File: src/rtl/disc_pkg.sv
package disc_pkg;

  localparam int IDX_W       = 8;
  localparam int LEN_W       = 18;
  localparam int OLEN_W      = LEN_W + 1;
  localparam int MIN_REQ_LEN = 3;
  localparam int RSP_LEN     = 3;
  localparam int LEN_DW      = 1;
  localparam int IDX_DW      = 2;

  typedef enum logic [2:0] {
    ST_IDLE,
    ST_REJ,
    ST_FETCH,
    ST_WR0,
    ST_WR1,
    ST_WR2,
    ST_DONE
  } st_e;

  // Effective object length: a zero field stands for 2^18 DW.
  function automatic logic [OLEN_W-1:0] obj_len(input logic [31:0] dw);
    logic [LEN_W-1:0] f;
    f = dw[LEN_W-1:0];
    if (f == '0) return OLEN_W'(1) << LEN_W;
    return {1'b0, f};
  endfunction

  // Pack an identifier DW: vendor low, type next, extra byte on top.
  function automatic logic [31:0] pack_id(input logic [15:0] vid,
                                          input logic [7:0]  typ,
                                          input logic [7:0]  top);
    return {top, typ, vid};
  endfunction

  // Next index to request, wrapping after the last valid one.
  function automatic logic [IDX_W-1:0] next_idx(input logic [IDX_W-1:0] i,
                                                input int unsigned       n);
    logic [IDX_W:0] s;
    s = {1'b0, i} + 1'b1;
    if (s == (IDX_W+1)'(n)) return '0;
    return s[IDX_W-1:0];
  endfunction

endpackage

File: src/rtl/disc_ctrl.sv
module disc_ctrl
  import disc_pkg::*;
#(
  parameter int REQ_AW = 4
) (
  input  logic                 clk,
  input  logic                 rst_n,
  input  logic                 start,
  input  logic [31:0]          rd_data,
  input  logic [OLEN_W-1:0]    req_cnt,
  output logic [REQ_AW-1:0]    rd_addr,
  output st_e                  st,
  output logic [IDX_W-1:0]     idx,
  output logic                 ev_bad,
  output logic                 done,
  output logic                 success
);

  logic [OLEN_W-1:0] eff_len;
  logic              ev_short;
  logic              ev_mismatch;
  logic              ev_take;
  st_e               st_nx;

  assign rd_addr     = (st == ST_FETCH) ? REQ_AW'(IDX_DW) : REQ_AW'(LEN_DW);
  assign eff_len     = obj_len(rd_data);
  assign ev_short    = eff_len < OLEN_W'(MIN_REQ_LEN);
  assign ev_mismatch = eff_len != req_cnt;
  assign ev_bad      = ev_short || ev_mismatch;
  assign ev_take     = (st == ST_IDLE) && start;

  always_comb begin
    st_nx = st;
    unique case (st)
      ST_IDLE:  if (start) st_nx = ev_bad ? ST_REJ : ST_FETCH;
      ST_REJ:   st_nx = ST_IDLE;
      ST_FETCH: st_nx = ST_WR0;
      ST_WR0:   st_nx = ST_WR1;
      ST_WR1:   st_nx = ST_WR2;
      ST_WR2:   st_nx = ST_DONE;
      ST_DONE:  st_nx = ST_IDLE;
      default:  st_nx = ST_IDLE;
    endcase
  end

  always_ff @(posedge clk) begin
    if (!rst_n) begin
      st  <= ST_IDLE;
      idx <= '0;
    end else begin
      st <= st_nx;
      if (st == ST_FETCH) idx <= rd_data[IDX_W-1:0];
    end
  end

  assign done    = (st == ST_REJ) || (st == ST_DONE);
  assign success = (st == ST_DONE);


  reject_timing_chk: assert property (@(posedge clk) disable iff (!rst_n)
    (ev_take && ev_bad) |=> (done && !success));


  busy_ignore_chk: assert property (@(posedge clk) disable iff (!rst_n)
    (st == ST_FETCH) |=> (st == ST_WR0));

endmodule

File: src/rtl/disc_lut.sv
module disc_lut
  import disc_pkg::*;
#(
  parameter int                      NUM_PROTO   = 3,
  parameter logic [NUM_PROTO*24-1:0] PROTO_TABLE = '0,
  parameter logic [15:0]             SIG_VENDOR  = 16'h0001,
  parameter logic [7:0]              DISC_TYPE   = 8'h00
) (
  input  logic             clk,
  input  logic             rst_n,
  input  logic [IDX_W-1:0] idx,
  output logic [15:0]      vid,
  output logic [7:0]       typ,
  output logic [IDX_W-1:0] nxt
);

  localparam int N = NUM_PROTO + 1;

  logic [NUM_PROTO-1:0] hit;
  logic [23:0]          sel;
  logic                 is_self;
  logic                 in_range;

  for (genvar p = 0; p < NUM_PROTO; p++) begin : g_hit
    assign hit[p] = (idx == IDX_W'(p + 1));
  end

  always_comb begin
    sel = '0;
    for (int p = 0; p < NUM_PROTO; p++) begin
      if (hit[p]) sel = sel | PROTO_TABLE[p*24 +: 24];
    end
  end

  assign is_self  = (idx == '0);
  assign in_range = ({1'b0, idx} < (IDX_W+1)'(N));

  always_comb begin
    if (is_self) begin
      vid = SIG_VENDOR;
      typ = DISC_TYPE;
    end else if (in_range) begin
      vid = sel[15:0];
      typ = sel[23:16];
    end else begin
      vid = 16'hFFFF;
      typ = 8'hFF;
    end
  end

  assign nxt = next_idx(idx, N);


  hit_onehot_chk: assert property (@(posedge clk) disable iff (!rst_n)
    $onehot0(hit));


  out_of_range_chk: assert property (@(posedge clk) disable iff (!rst_n)
    ({1'b0, idx} >= (IDX_W+1)'(N)) |-> (vid == 16'hFFFF && typ == 8'hFF));


  wrap_next_chk: assert property (@(posedge clk) disable iff (!rst_n)
    ({1'b0, idx} == (IDX_W+1)'(N - 1)) |-> (nxt == '0));

endmodule

File: src/rtl/disc_rsp_fmt.sv
module disc_rsp_fmt
  import disc_pkg::*;
#(
  parameter int          RSP_AW     = 2,
  parameter logic [15:0] SIG_VENDOR = 16'h0001,
  parameter logic [7:0]  DISC_TYPE  = 8'h00
) (
  input  st_e              st,
  input  logic [15:0]      vid,
  input  logic [7:0]       typ,
  input  logic [IDX_W-1:0] nxt,
  output logic             we,
  output logic [RSP_AW-1:0] addr,
  output logic [31:0]      data
);

  always_comb begin
    we   = 1'b0;
    addr = '0;
    data = '0;
    unique case (st)
      ST_WR0: begin
        we   = 1'b1;
        addr = RSP_AW'(0);
        data = pack_id(SIG_VENDOR, DISC_TYPE, 8'h00);
      end
      ST_WR1: begin
        we   = 1'b1;
        addr = RSP_AW'(1);
        data = 32'(RSP_LEN);
      end
      ST_WR2: begin
        we   = 1'b1;
        addr = RSP_AW'(2);
        data = pack_id(vid, typ, nxt);
      end
      default: ;
    endcase
  end

endmodule

File: src/rtl/disc_responder.sv
module disc_responder
  import disc_pkg::*;
#(
  parameter int                      NUM_PROTO   = 3,
  parameter logic [NUM_PROTO*24-1:0] PROTO_TABLE = {24'h07_AB12, 24'h05_1E98, 24'h02_1E98},
  parameter logic [15:0]             SIG_VENDOR  = 16'h0001,
  parameter logic [7:0]              DISC_TYPE   = 8'h00,
  parameter int                      REQ_AW      = 4,
  parameter int                      RSP_AW      = 2
) (
  input  logic              clk,
  input  logic              rst_n,
  input  logic              start,
  output logic [REQ_AW-1:0] req_rd_addr,
  input  logic [31:0]       req_rd_data,
  input  logic [18:0]       req_cnt,
  output logic              rsp_we,
  output logic [RSP_AW-1:0] rsp_addr,
  output logic [31:0]       rsp_data,
  output logic              done,
  output logic              success
);

  st_e              st;
  logic [IDX_W-1:0] idx;
  logic             ev_bad;
  logic [15:0]      vid;
  logic [7:0]       typ;
  logic [IDX_W-1:0] nxt;

  disc_ctrl #(.REQ_AW(REQ_AW)) u_ctrl (
    .clk     (clk),
    .rst_n   (rst_n),
    .start   (start),
    .rd_data (req_rd_data),
    .req_cnt (req_cnt),
    .rd_addr (req_rd_addr),
    .st      (st),
    .idx     (idx),
    .ev_bad  (ev_bad),
    .done    (done),
    .success (success)
  );

  disc_lut #(
    .NUM_PROTO   (NUM_PROTO),
    .PROTO_TABLE (PROTO_TABLE),
    .SIG_VENDOR  (SIG_VENDOR),
    .DISC_TYPE   (DISC_TYPE)
  ) u_lut (
    .clk   (clk),
    .rst_n (rst_n),
    .idx   (idx),
    .vid   (vid),
    .typ   (typ),
    .nxt   (nxt)
  );

  disc_rsp_fmt #(
    .RSP_AW     (RSP_AW),
    .SIG_VENDOR (SIG_VENDOR),
    .DISC_TYPE  (DISC_TYPE)
  ) u_fmt (
    .st   (st),
    .vid  (vid),
    .typ  (typ),
    .nxt  (nxt),
    .we   (rsp_we),
    .addr (rsp_addr),
    .data (rsp_data)
  );


  reject_no_write_chk: assert property (@(posedge clk) disable iff (!rst_n)
    (done && !success) |-> !rsp_we);


  write_order_chk: assert property (@(posedge clk) disable iff (!rst_n)
    (rsp_we && rsp_addr == RSP_AW'(0)) |=> (rsp_we && rsp_addr == RSP_AW'(1)));


  done_after_last_chk: assert property (@(posedge clk) disable iff (!rst_n)
    (rsp_we && rsp_addr == RSP_AW'(2)) |=> (done && success));


  success_qual_chk: assert property (@(posedge clk) disable iff (!rst_n)
    !done |-> !success);


  header_len_chk: assert property (@(posedge clk) disable iff (!rst_n)
    (rsp_we && rsp_addr == RSP_AW'(1)) |-> (rsp_data == 32'd3));

endmodule

File: config.mk
export PLATFORM = sky130hd
export DESIGN_NAME = disc_responder
export DESIGN_NICKNAME = d
export VERILOG_FILES = /design/src/rtl/disc_pkg.sv /design/src/rtl/disc_ctrl.sv /design/src/rtl/disc_lut.sv /design/src/rtl/disc_rsp_fmt.sv /design/src/rtl/disc_responder.sv
export SDC_FILE = /design/constraint.sdc
export NUM_CORES = 1
export LEC_CHECK = 0
export BUFFER_PORTS_ARGS = -buffer_cell sky130_fd_sc_hd__buf_4
export CORE_MARGIN = 1.5
export CORE_UTILIZATION = 45
export DETAILED_ROUTE_END_ITERATION = 8
export GPL_TIMING_DRIVEN = 0
export MAX_ROUTING_LAYER = met4
export PLACE_DENSITY = 0.86
export SYNTH_ARGS = -nofsm -noshare
export SYNTH_HDL_FRONTEND = slang
export SYNTH_HIERARCHICAL = 1
export SYNTH_SLANG_ARGS = --single-unit
File: constraint.sdc
create_clock -name clk -period 3.9 [get_ports clk]
set_input_delay 0.78 -clock clk [delete_from_list [all_inputs] [get_ports clk]]
set_output_delay 0.78 -clock clk [all_outputs]
set_load 0.005 [all_outputs]
==> impl_metrics.csv <==
group,metric,value,unit
critical_path,cp.required,3.12,ns
sta,slew_violations,0,
final_layout,multi_input_area,966,sq um
sta,setup_tns,0,ns
floorplanning,std_cell_rows,20,
clock_tree,cts-root-buf,"clkbuf_4",
critical_path,crit_type,"reg -> out",
critical_path,cp-end-kind,"output port",
sta,fin_skew,0.000904,ns
critical_path,crit_fanout,9,
detailed_routing,dr.pass1.iters,4,
synthesis,async_flop_share,0,
detailed_routing,wl_per_cell,10.1,microns
pwr,leakagePower,0.969,nW
sta,rsz0062_at_grt,"no",
synthesis,yosys.cell_types.count,42,
sta,fmax,342,MHz
placement,hpwl,2770,microns
synthesis,syn_area,1410,sq um
clock_tree,hold_buffers,0,
final_layout,layout.nets,332,
final_layout,final_common_cell,"buf_4",
clock_tree,cts_setup_buffers,0,
status,status,"complete, no violations",
sta,hold_viol,0,
global_routing,antenna_found_initial,0,
critical_path,crit_arrival,2.14,ns
final_layout,diodes,0,
pwr,power_density,123,nW/um^2
synthesis,ys_top_cells_by_area,"dfxtp_1 (16%), and2_1 (14%), xnor2_1 (11%)",
sta,setup_ws,0.979,ns
synthesis,yosysWarningCount,6,
global_routing,gr-usage-met2,0.378,
clock_tree,ctsLongestPathBuffers,2,
clock_tree,insertion_delay,0.26,ns
sta,period_share,0.749,
global_routing,grt_max_degree,11,
detailed_routing,avgViaCountPerCell,4.79,
global_routing,grt_pass1_vias,1303,
detailed_routing,first_iter_violations,31,
clock_tree,cts_tree,"built",
clock_tree,cts_buffers,3,
clock_tree,htreeDepth,1,
final_layout,area_delta_synth_final,47.5,%
placement,preCtsSetupSlack,1.25,ns
final_layout,layout.cells.most_common_list,"buf_4 (97), and2_1 (31), nand2_1 (21)",
synthesis,synth_edf_count,0,
floorplanning,ios,95,
critical_path,worstSetupStartpointType,"register",
floorplanning,dieHeight,59.0,microns
final_layout,regArea,220,sq um
placement,port_buffers,78,
pwr,finalPower,256,uW
worst_hold_path,hold_class,"reg -> reg",
clock_tree,cts.sink_count,11,
synthesis,yosysSeqAreaShare,0.156,
detailed_routing,vias,1519,
synthesis,netlist_instances,190,
synthesis,synth_flop_cell,"dfxtp_1",
global_routing,busiest_layer,"met2",
floorplanning,die_x,59.0,microns
placement,globalplace.congestion,0.747,
synthesis,avgSynthCellArea,7.43,sq um
final_layout,drive_gt1_frac,0.410,
final_layout,nFillCells,275,
pwr,ir_drop,0.0909,mV
detailed_routing,ant_nets,0,
floorplanning,core,3030,sq um
run,max_cap_viol_count,0,
global_routing,gr-usage-met3,0.0109,
synthesis,synth_top_area_cell,"dfxtp_1",
global_routing,track_usage,0.193,
detailed_routing,postRouteWirelength,3190,microns
global_routing,use_met1,0.199,
floorplanning,die_area,3480,sq um
synthesis,synth_top_area_frac,0.156,
sta,setup_viol,0,
clock_tree,clk_pin_slew,0.06,ns
sta,min_period,2.92,ns
global_routing,grt_pass1_wl,5100,microns
global_routing,grt_overflow,0,
clock_tree,post_cts_resized,0,
synthesis,ys_ff_latch,11,
detailed_routing,detail_route.drc_violations,0,
floorplanning,initial_core_util,0.466,
kinds of logic after synthesis:
kind of cell	share of synthesized area
xor gates and xnor gates	0.137
buffers and inverters	0.162
and+or+nand+nor	0.361
adders and majority gates	0.0355
DFF	0.156
other	0.00266
muxes	0.00709
AOI/OAI and AO/OA	0.139
path summary, 6_finish.rpt:
path,from,to,slack [ns],cells past startpoint
worst max-delay path,u_ctrl/idx[4]$_SDFFE_PN0P_,rsp_data[12],0.98,6
worst max register to register,u_ctrl/st[0]$_SDFFE_PN0P_,u_ctrl/idx[2]$_SDFFE_PN0P_,2.34,5
worst min-delay path,u_ctrl/idx[6]$_SDFFE_PN0P_,u_ctrl/idx[6]$_SDFFE_PN0P_,0.52,2
worst min register to register,u_ctrl/idx[6]$_SDFFE_PN0P_,u_ctrl/idx[6]$_SDFFE_PN0P_,0.52,2
flip-flops by register name, summed over array words and instances (netlist names):
signal and flops:
u_ctrl/idx 8, u_ctrl/st 3
Yosys cell counts (all sizes together), types with 2 or more instances:
master  instances
nand4           4
nor2            6
xnor2          17
a31oi           2
a21boi          9
nand3           4
inv            10
nor4            6
nand2          21
nor3            4
xor2            5
clkbuf          3
and2           31
nand2b          2
buf            22
o21ai           9
dfxtp          11
a21oi           2
ha              4
metal layers:
metal  wire, microns  vias up  part of all wire
met1            1250      653              0.39
met2            1660       75              0.52
met5               0        -                 0
met4              27        0            0.0085
li1                -      789                 -
met3             246        2             0.077
power breakdown:
part	switching, mW	leakage, nW	internal (mW)
Clock	0.0330	0.0150	0.0395
Sequential	0.00131	0.0888	0.113
Combinational	0.0263	0.865	0.0429
Total	0.0606	0.969	0.195
cell type report:
cell class / instances / share of cell area
Timing Repair Buffer: 78 / 0.281
Buffer: 25 / 0.0901
Tap cell: 44 / 0.0264
Inverter: 11 / 0.0198
Clock buffer: 4 / 0.0126
Multi-Input combinational cell: 144 / 0.464
Sequential cell: 11 / 0.106
per-stage QoR:
step	instances	util	instance area, sq um	hold WS [ns]
finish	317	0.688	2080	0.517
floorplan	191	-	1420	0.468
global placement	313	0.679	2060	0.489
CTS	317	0.688	2080	0.521
detailed placement	313	0.679	2060	0.512
global route	317	0.688	2080	0.554
worst max-delay path, stage by stage (launching register included):
cell     delay (ns)
dfxtp_1        0.36
or4_4          0.57
nor3_4         0.26
o21ai_0        0.25
buf_4          0.19
and2_1         0.13
buf_4          0.13
Power figures use the tool's default switching activity.
